File: src/rtl/sec_rtc_pkg.sv
package sec_rtc_pkg;
  localparam int ADDR_W = 5;
  localparam int DATA_W = 32;

  localparam logic [ADDR_W-1:0] A_STATUS = 5'h00;
  localparam logic [ADDR_W-1:0] A_ICFG1  = 5'h04;
  localparam logic [ADDR_W-1:0] A_ICFG2  = 5'h08;
  localparam logic [ADDR_W-1:0] A_TIME   = 5'h0C;
  localparam logic [ADDR_W-1:0] A_ALM1   = 5'h10;
  localparam logic [ADDR_W-1:0] A_ALM2   = 5'h14;
  localparam logic [ADDR_W-1:0] A_CORR   = 5'h18;
  localparam logic [ADDR_W-1:0] A_CONF   = 5'h1C;

  typedef struct packed {
    logic hz_sel;
    logic per_en;
    logic alm_en;
  } irq_cfg_t;
endpackage

File: src/rtl/sec_rtc_prescale.sv
module sec_rtc_prescale #(
  parameter int TICKS_PER_SEC = 32768
) (
  input  logic clk_i,
  input  logic rst_ni,
  input  logic tick_i,
  input  logic clr_i,
  output logic sec_o
);
  localparam int CW = (TICKS_PER_SEC > 1) ? $clog2(TICKS_PER_SEC) : 1;
  localparam logic [CW-1:0] LAST = CW'(TICKS_PER_SEC - 1);

  logic [CW-1:0] cnt_q;

  assign sec_o = tick_i && (cnt_q == LAST) && !clr_i;

  always_ff @(posedge clk_i or negedge rst_ni) begin
    if (!rst_ni)            cnt_q <= '0;
    else if (clr_i)         cnt_q <= '0;
    else if (tick_i) begin
      if (cnt_q == LAST)    cnt_q <= '0;
      else                  cnt_q <= cnt_q + 1'b1;
    end
  end


  phase_range_chk: assert property (@(posedge clk_i) disable iff (!rst_ni)
    cnt_q <= LAST);

  phase_clear_chk: assert property (@(posedge clk_i) disable iff (!rst_ni)
    clr_i |=> cnt_q == '0);
endmodule

File: src/rtl/sec_rtc_alarm.sv
module sec_rtc_alarm
  import sec_rtc_pkg::*;
(
  input  logic              clk_i,
  input  logic              rst_ni,
  input  logic              cfg_we_i,
  input  logic              alm_we_i,
  input  logic              ack_we_i,
  input  logic              ack_bit_i,
  input  logic [DATA_W-1:0] wdata_i,
  input  logic              inc_i,
  input  logic              tick_i,
  input  logic [DATA_W-1:0] next_time_i,
  output logic [DATA_W-1:0] alm_o,
  output irq_cfg_t          cfg_o,
  output logic              evt_o,
  output logic              irq_o
);
  logic [DATA_W-1:0] alm_q;
  irq_cfg_t          cfg_q;
  logic              evt_q, per_q, hit;

  assign hit = inc_i && (next_time_i == alm_q);

  always_ff @(posedge clk_i or negedge rst_ni) begin
    if (!rst_ni) begin
      alm_q <= '0;
      cfg_q <= '0;
      evt_q <= 1'b0;
      per_q <= 1'b0;
    end else begin
      if (alm_we_i) alm_q <= wdata_i;
      if (cfg_we_i) cfg_q <= irq_cfg_t'(wdata_i[2:0]);
      if (hit)                        evt_q <= 1'b1;
      else if (ack_we_i && ack_bit_i) evt_q <= 1'b0;
      per_q <= cfg_q.per_en && (cfg_q.hz_sel ? inc_i : tick_i);
    end
  end

  assign alm_o = alm_q;
  assign cfg_o = cfg_q;
  assign evt_o = evt_q;
  assign irq_o = (evt_q && cfg_q.alm_en) || per_q;


  alarm_hit_chk: assert property (@(posedge clk_i) disable iff (!rst_ni)
    hit |=> evt_o);

  zero_ack_keep_chk: assert property (@(posedge clk_i) disable iff (!rst_ni)
    (ack_we_i && !ack_bit_i && evt_q) |=> evt_o);

  cfg_clear_quiet_chk: assert property (@(posedge clk_i) disable iff (!rst_ni)
    (cfg_we_i && wdata_i[2:0] == 3'b000) |=> ##1 !irq_o);
endmodule

File: src/rtl/sec_rtc_core.sv
module sec_rtc_core
  import sec_rtc_pkg::*;
#(
  parameter int          TICKS_PER_SEC = 32768,
  parameter int          N_ALARM       = 2,
  parameter logic [31:0] UNINIT_VAL    = 32'h0000_00A5
) (
  input  logic              clk_i,
  input  logic              rst_ni,
  input  logic              tick_i,
  input  logic              we_i,
  input  logic [ADDR_W-1:0] addr_i,
  input  logic [DATA_W-1:0] wdata_i,
  output logic [DATA_W-1:0] rdata_o,
  output logic              irq_o
);
  logic [DATA_W-1:0] time_q, corr_q, conf_q, next_time;
  logic              time_ld, sec_stb, inc;
  logic [N_ALARM-1:0]              evt, alm_irq;
  logic [N_ALARM-1:0][DATA_W-1:0]  alm_val;
  irq_cfg_t [N_ALARM-1:0]          cfg_val;

  assign time_ld   = we_i && (addr_i == A_TIME);
  assign next_time = time_q + 1'b1;
  assign inc       = sec_stb && !time_ld;

  sec_rtc_prescale #(.TICKS_PER_SEC(TICKS_PER_SEC)) u_pre (
    .clk_i  (clk_i),
    .rst_ni (rst_ni),
    .tick_i (tick_i),
    .clr_i  (time_ld),
    .sec_o  (sec_stb)
  );

  always_ff @(posedge clk_i or negedge rst_ni) begin
    if (!rst_ni) begin
      time_q <= '0;
      corr_q <= '0;
      conf_q <= UNINIT_VAL;
    end else begin
      if (time_ld)  time_q <= wdata_i;
      else if (inc) time_q <= next_time;
      if (we_i && addr_i == A_CORR) corr_q <= wdata_i;
      if (we_i && addr_i == A_CONF) conf_q <= wdata_i;
    end
  end

  for (genvar k = 0; k < N_ALARM; k++) begin : g_alm
    localparam logic [ADDR_W-1:0] CFG_A = ADDR_W'(A_ICFG1 + 4 * k);
    localparam logic [ADDR_W-1:0] ALM_A = ADDR_W'(A_ALM1 + 4 * k);
    sec_rtc_alarm u_alm (
      .clk_i       (clk_i),
      .rst_ni      (rst_ni),
      .cfg_we_i    (we_i && addr_i == CFG_A),
      .alm_we_i    (we_i && addr_i == ALM_A),
      .ack_we_i    (we_i && addr_i == A_STATUS),
      .ack_bit_i   (wdata_i[k]),
      .wdata_i     (wdata_i),
      .inc_i       (inc),
      .tick_i      (tick_i),
      .next_time_i (next_time),
      .alm_o       (alm_val[k]),
      .cfg_o       (cfg_val[k]),
      .evt_o       (evt[k]),
      .irq_o       (alm_irq[k])
    );
  end

  assign irq_o = |alm_irq;

  always_comb begin
    rdata_o = '0;
    unique case (addr_i)
      A_STATUS: rdata_o = DATA_W'(evt);
      A_ICFG1:  rdata_o = DATA_W'(cfg_val[0]);
      A_ICFG2:  rdata_o = DATA_W'(cfg_val[N_ALARM-1]);
      A_TIME:   rdata_o = time_q;
      A_ALM1:   rdata_o = alm_val[0];
      A_ALM2:   rdata_o = alm_val[N_ALARM-1];
      A_CORR:   rdata_o = corr_q;
      A_CONF:   rdata_o = conf_q;
      default:  rdata_o = '0;
    endcase
  end


  time_load_chk: assert property (@(posedge clk_i) disable iff (!rst_ni)
    time_ld |=> time_q == $past(wdata_i));

  time_hold_chk: assert property (@(posedge clk_i) disable iff (!rst_ni)
    (!time_ld && !sec_stb) |=> $stable(time_q));

  time_step_chk: assert property (@(posedge clk_i) disable iff (!rst_ni)
    inc |=> time_q == $past(time_q) + 32'd1);
endmodule

File: config.mk
export PLATFORM = sky130hd
export DESIGN_NAME = sec_rtc_core
export DESIGN_NICKNAME = d
export VERILOG_FILES = /design/src/rtl/sec_rtc_pkg.sv /design/src/rtl/sec_rtc_prescale.sv /design/src/rtl/sec_rtc_alarm.sv /design/src/rtl/sec_rtc_core.sv
export SDC_FILE = /design/constraint.sdc
export NUM_CORES = 1
export LEC_CHECK = 0
export CORE_MARGIN = 8
export CORE_UTILIZATION = 29
export CTS_CLUSTER_SIZE = 8
export DETAILED_ROUTE_END_ITERATION = 6
export GPL_ROUTABILITY_DRIVEN = 0
export PLACE_DENSITY = 0.53
export SLEW_MARGIN = 20
export SYNTH_ARGS = -nofsm -noshare
export SYNTH_HDL_FRONTEND = slang
export SYNTH_SLANG_ARGS = --single-unit
File: constraint.sdc
create_clock -name clk_i -period 3.93 [get_ports clk_i]
set_input_delay 0.786 -clock clk_i [delete_from_list [all_inputs] [get_ports clk_i]]
set_output_delay 0.786 -clock clk_i [all_outputs]
set_load 0.01 [all_outputs]
# Word-level counts from Yosys, hierarchy flattened
# Index checks and enable logic that the tools add are counted.
[op_classes] eq_ne=10 reduce_logical=28 n_addsub=2 mux=12
[ops] cell="32-bit case mux with 8 select lines" count=1
[ops] cell="32-bit == test" count=2
[ops] cell="32-bit 2-to-1 mux" count=2
[ops] cell="15-bit 2-to-1 mux" count=3
[ops] cell="32-bit by 1-bit adder with 32-bit output, second input constant" count=1
[ops] cell="5-bit == test, second input constant" count=4
[ops] cell="1-bit logical AND" count=19
[ops] cell="15-bit by 1-bit adder with 15-bit output, second input constant" count=1
[ops] cell="15-bit == test, second input constant" count=1
[ops] cell="5-bit by 4-bit == test with 1-bit output, second input constant" count=2
[ops] cell="2-bit nonzero test" count=4
[ops] cell="1-bit 2-to-1 mux" count=6
[ops] cell="5-bit by 3-bit == test with 1-bit output, second input constant" count=1
[ops] cell="5-bit logical NOT" count=1
[ops] cell="1-bit logical OR" count=2
[ops] cell="2-bit OR reduction" count=1
[ops] cell="1-bit logical NOT" count=1
[word_totals] register_bits=185 elab_cells=68 in_bits=41 out_inout_bits=33

# Depth between registers and ports, before layout
# Gate-level depths: netlist of run 1.
[depth] ltp_word=7 depth_mapped=11 ltp_nobuf=9

# Modules after synthesis
# Synthesis of run 1 repeated with hierarchy kept, for this count alone.
[unflattened] cells_unflattened=926 area_unflattened_um2=10219.8
[modules_own_cells] mod="sec_rtc_core" n_inst=1 seq_area_each_um2=2407.3 area_each_um2=5954.5 cells_each=598
[modules_own_cells] mod="sec_rtc_alarm" n_inst=2 seq_area_each_um2=925.9 area_each_um2=1722.9 cells_each=125
[modules_own_cells] mod="sec_rtc_prescale" n_inst=1 seq_area_each_um2=375.4 area_each_um2=819.5 cells_each=78

# Worst setup path after synthesis of run 1
# OpenSTA, ideal clock, no wires.
[synth_timing] kind="in2out" from="in addr_i[2]" to="out rdata_o[13]" t_required_ns=3.144 t_arrival_ns=2.447 path_buffers=2 path_slack_ns=0.697 path_stages=6 path_cell_list="nor3_1 -> and3_1 -> clkbuf_1 -> clkbuf_1 -> a22o_1 -> a221o_1"
[synth_via] elab_chain_cells=2 elab_cells_between_ends=9 classes_between="7 x eq/ne; 1 x mux; 1 x reduce/logical"
[synth_rtl] item="from (decl)" line="sec_rtc_core.sv:12" source="input logic [ADDR_W-1:0] addr_i,"
[synth_rtl] item="5-bit == test (tied with other cells)" line="sec_rtc_core.sv:73" source="unique case (addr_i)"
[synth_rtl] item="32-bit case mux with 8 select lines *" line="sec_rtc_core.sv:73"
[synth_rtl] item="to (decl)" line="sec_rtc_core.sv:14" source="output logic [DATA_W-1:0] rdata_o,"
# Mark *: on every way between the ends. The rest lies on a longest branch, timed or not.

# Final worst setup path of run 1
[layout_timing] from="in addr_i[2]" to="out rdata_o[30]"
# Same word-level chain as after synthesis.

==> results of run 1 <==
worst paths after layout:
check	from	endpoint	slack, ns	cells past startpoint
setup / recovery	addr_i[2]	rdata_o[30]	0.19	8
hold / removal	rst_ni	g_alm[0].u_alm.alm_o[3]	0.40	1
setup reg to reg	time_q[0]	g_alm[0].u_alm.evt_o	0.67	9
hold reg to reg	g_alm[0].u_alm.cfg_o[2]	g_alm[0].u_alm.per_q	0.50	1
max in group asynchronous	rst_ni	corr_q[21]	2.62	2
min in group clk_i	g_alm[0].u_alm.cfg_o[2]	g_alm[0].u_alm.per_q	0.50	1
sequential cells by signal (all words and copies together) (netlist names):
name	count
g_alm.u_alm.alm_o	64
g_alm.u_alm.cfg_o	6
conf_q	32
g_alm.u_alm.evt_o	2
time_q	32
g_alm.u_alm.per_q	2
corr_q	32
u_pre.cnt_q	15
cells in the final DEF, fill, tap and decap left out, drive strengths merged, types with 13 or more instances in the layout:
cell           count
a21oi             20
inv               13
nand2             82
a22o              58
xor2              45
nand3             27
dfrtp            181
mux2             142
nand4             26
nor3              24
clkbuf            18
nor2              59
clkdlybuf4s50     71
xnor2             65
buf               31
o21ai             42
a221o             29
power by group:
part	internal [mW]	switching, mW	leakage (nW)
combinational	0.655	0.530	2.31
clock	0.966	0.830	0.293
sequential	2.27	0.465	2.37
total	3.89	1.83	4.97
cell type report:
type | instances | area (sq um) | area share, %
tap | 461 | 577 | 4.62
inverter | 5 | 18.8 | 0.150
clock buffer | 17 | 425 | 3.41
clock inverter | 15 | 181 | 1.45
timing repair buffer | 103 | 1070 | 8.55
multi-input combinational | 728 | 5580 | 44.7
sequential | 185 | 4630 | 37.1
metal layers:
layer	wire length (um)	share of wire [%]	global-route usage (%)	vias to the layer above
met5	0	0	0	-
met4	486	1.6	4.09	0
met3	1570	5.0	3.06	34
met2	14600	46	23.8	193
met1	14700	47	20.4	4042
li1	-	-	-	3758
metrics by stage:
step	cells	total power [mW]	worst slack (ns)	area (sq um)	utilization (%)
floorplan	997	3.47	0.697	10500	-
global placement	1482	3.93	0.143	11900	33.3
detailed placement	1482	3.95	0.180	11900	33.3
CTS	1514	5.77	0.166	12500	35.0
global route	1514	6.02	0.0760	12500	35.0
finish	1514	5.72	0.187	12500	35.0
worst register-to-register path, stage by stage (launching register included):
cell and delay [ns]:
dfrtp_1 0.54, ha_1 0.29, nand3_1 0.36, nor4_1 0.46
nand4_1 0.34, xnor2_1 0.24, a21oi_1 0.14, nand3_1 0.10
or4_1 0.52, o31ai_2 0.19
cell families (layout without fill, tap and decap cells):
logic type	after synthesis	in the layout	synth area share [%]
adders and majority gates	2	2	0.238
buffers and inverters	84	140	3.19
DFF	185	185	44.0
and+or+nand+nor	277	277	13.4
AOI/OAI and AO/OA	190	190	13.8
muxes	147	147	15.7
xor gates and xnor gates	112	112	9.59
==> impl_metrics.ini, run 1 <==
[outcome]
status = completed

[cts]
cts_hold_buf = 0
htree_levels = 4
cts-resized-gates = 0
cts_buffer_depth = 2
path_clk_slew_ns = 0.07
clk_latency_ns = 0.45
numCtsBuffers = 17
cts_tree = built
cts_setup_buffers = 0
cts.sinks = 185
root_buffer = clkbuf_16

[routing]
drt_wl_total_um = 31300
postRouteAntennaNets = 0
drc = 0
drt_iter0_markers = 614
wire_per_inst_um = 20.7
dr.pass1.iters = 5
drt-vias-per-instance = 5.30
via_count = 8027

[synthesis]
synth-async-reset-ratio_pct = 100
syn_nets = 1040
synth_area_leaders = dfrtp_1 (43%), mux2_2 (15%), xnor2_1 (5.4%)
ys_types = 62
ys_warn_count = 0
avgSynthCellArea_sq_um = 10.6
synthCells = 997
ys_ff_latch = 185
yosysTopAreaCell = dfrtp_1
syn_area_sq_um = 10500
synth_top_area_share_pct = 43.0
yosysMostFrequentCell = dfrtp_1
yosys_most_used_dff = dfrtp_1
seq_area_frac_synth_pct = 44.0
synth_commonest_cells = dfrtp_1 (181), mux2_2 (142), nand2_1 (82)
synth_edf_count = 0

[worst_setup_path]
endpoint_kind = output port
critPathLaunchType = primary input
crit_chain = clkdlybuf4s50_1, nor3_1, nand2_1, nor2_2, buf_12, a22o_1, a221o_1, clkdlybuf4s50_1
cp_common_cell = clkdlybuf4s50_1
cp_max_fo = 30
crit_arrival_ns = 2.96
crit_buf_inv = 3
crit_family = buffers and inverters
required_ns = 3.14
critPathKind = in -> out
critPathMaxStageDelay_ns = 0.56
critPathSlowestCell = clkdlybuf4s50_1

[floorplan]
io_pins = 74
die_w_um = 207
dieHeight_um = 207
rows = 69
dieArea_sq_um = 42600
start_util_pct = 29.5
core_sq_um = 35700

[final_layout]
antennaDiodeCount = 0
syn_to_final_growth_pct = 18.6
nFillCells = 3580
drive_gt1_share_pct = 21.4
nets = 1083

[min_path]
hold_class = in -> async

[sta]
max-slew-margin-rel_pct = 46.0
rsz0062_at_grt = false
finClkSkew_ns = 0.0155
min_period_ns = 3.74
fmax_ghz = 0.267
fin_worst_hold_slack_ns = 0.396
hold_viol = 0
max_slew.worst_pin.slew_ns = 0.809
setup_violations = 0
period_share_pct = 95.2
slew_violations = 0
setup_tns_ns = 0

[placement]
io_buffer_count = 73
post-dp-hpwl_um = 22100

[power_and_ir_drop]
p_leak_nw = 4.97
p_per_area_nw_per_um2 = 458
ir_drop_v = 0.000292

[global_route]
grt_overflow_total = 0
grt_pass1_vias = 8022
grt_usage_pct = 15.0
grt_pass1_wl_um = 49100
antenna_found_initial = 0
grt_max_degree = 92

[job]
cap_violations = 0
(Power assumes the default switching activity.)
==> run 2, diff against run 1 <==
- PLACE_DENSITY: 0.53 -> 0.47
- clock period: 3.93 -> 3.2 ns (I/O delays scaled with it)
==> impl_metrics.ini, run 2 (synthesis results as in run 1) <==
[outcome]
status = completed

[cts]
path_clk_slew_ns = 0.07
numCtsBuffers = 17
cts.sinks = 185
clk_latency_ns = 0.46
root_buffer = clkbuf_16
cts_tree = built
cts_buffer_depth = 2
cts_hold_buf = 0
htree_levels = 4

[final_layout]
syn_to_final_growth_pct = 23.8
mostFrequentLayoutCells = dfrtp_1 (179), mux2_2 (142), buf_4 (97)
final_common_cell = dfrtp_1
antennaDiodeCount = 0
largest_reg_flops = 64
drive_gt1_share_pct = 29.0
utilization_pct = 36.5
final_area_sq_um = 13000
nets = 1161

[power_and_ir_drop]
p_leak_nw = 5.43
p_per_area_nw_per_um2 = 554
ir_drop_v = 0.000355

[job]
cap_violations = 0

[placement]
io_buffer_count = 73
dp_slack_ns = -0.247
placed_area_sq_um = 12400
post-dp-hpwl_um = 25300

[worst_setup_path]
cp_max_fo = 18
endpoint = rdata_o[30]
r2r_end = g_alm[0].u_alm.evt_o
r2r-start = time_q[0]
crit_buf_inv = 4
required_ns = 2.56
r2r_cells = 10
crit_arrival_ns = 2.48
critPathSlowestCell = clkdlybuf4s50_1
endpoint_kind = output port
crit_family = buffers and inverters
crit_chain = clkdlybuf4s50_1, nor3_2, buf_4, nand2_1, nor2_2, buf_12, a22o_1, a221o_1, dlygate4sd2_1
r2r_slack_ns = 0.17
critical_path.startpoint = addr_i[2]
critPathKind = in -> out
cp_num_cells = 9
critPathMaxStageDelay_ns = 0.43
critPathLaunchType = primary input

[floorplan]
dieHeight_um = 207
dieArea_sq_um = 42600
start_util_pct = 29.5
rows = 69
core_sq_um = 35700
io_pins = 74
die_w_um = 207

[routing]
drt-vias-per-instance = 5.28
drt_wl_total_um = 33600
drc = 0
dr.pass1.iters = 6
via_count = 8412
postRouteAntennaNets = 0
drt_iter0_markers = 504
wire_per_inst_um = 21.1

[sta]
finClkSkew_ns = 0.0162
period_share_pct = 97.5
max-slew-margin-rel_pct = 62.8
min_period_ns = 3.12
fmax_ghz = 0.321
slew_violations = 0
layout_setup_ws_ns = 0.0815
max_slew.worst_pin.slew_ns = 0.553
setup_violations = 0
hold_viol = 0

[global_route]
grt_max_degree = 63
grt_usage_pct = 16.1
grt_pass1_vias = 8642
antenna_found_initial = 0
grt_pass1_wl_um = 52600
grt_overflow_total = 0

[min_path]
hold_class = in -> async
==> run 2: cell count changes in the layout (fill, tap and decap cells not counted), sizes merged <==
cell / previous run / this run
buf: 31 / 110
clkdlybuf4s15: 0 / 9
clkinvlp: 2 / 0
inv: 13 / 14
dlygate4sd2: 0 / 6
clkbuf: 18 / 35
clkdlybuf4s50: 71 / 38
bufinv: 2 / 1
clkinv: 3 / 5
==> run 2: how the worst min path moves through the flow <==
stage	from	to	slack, ns
after floorplan	rst_ni	conf_q[10]	0.34
after global placement	corr_q[8]	corr_q[8]	0.49
after detailed placement	g_alm[1].u_alm.cfg_o[2]	g_alm[1].u_alm.per_q	0.49
after CTS	rst_ni	time_q[2]	0.18
after global routing	rst_ni	g_alm[1].u_alm.alm_o[0]	0.20
final	rst_ni	g_alm[1].u_alm.alm_o[3]	0.17
==> run 2: report_power, final <==
group,internal (mW),leakage (nW),switching [mW]
Sequential,2.79,2.37,0.471
Combinational,0.890,2.76,0.808
Clock,1.14,0.304,1.12
==> run 2: final cells by class <==
class / count / area, sq um
fill: 3544 / 22600
multi-input combinational: 728 / 5610
sequential: 185 / 4640
timing repair buffer: 181 / 1560
tap: 461 / 577
clock buffer: 17 / 425
clock inverter: 15 / 195
inverter: 5 / 18.8
==> run 2: worst register-to-register path, delay by kind of cell, from the launching register on <==
family	cells	cell delay (ns)
AO/OA/AOI/OAI	3	0.91
XOR/XNOR	1	0.20
adder cells (fa/ha/maj)	1	0.18
buffers and inverters	1	0.12
flip-flops	1	0.42
AND/OR/NAND/NOR	4	1.08
==> run 2: repair_timing <==
item | CTS | global route
gates resized for setup | 54 | 34
setup buffers | 3 | 1
setup endpoints to repair | 32 | 17
pin swaps | 0 | 1
==> run 2: through the flow <==
stage | hold slack [ns] | setup TNS (ns) | power (mW) | std cells
4_1_cts | 0.179 | 0 | 7.29 | 1591
2_1_floorplan | 0.344 | 0 | 4.27 | 997
6_report | 0.170 | 0 | 7.21 | 1592
3_3_place_gp | 0.488 | -6.92 | 4.99 | 1556
5_1_grt | 0.200 | -0.0153 | 7.59 | 1592
3_5_place_dp | 0.486 | -6.28 | 5.01 | 1556
==> run 2: metal layers <==
metal	part of all wire (%)	global-route usage, %
met2	48	26.3
met5	0	0
met1	46	21.5
met3	3.9	2.88
met4	2.1	4.70
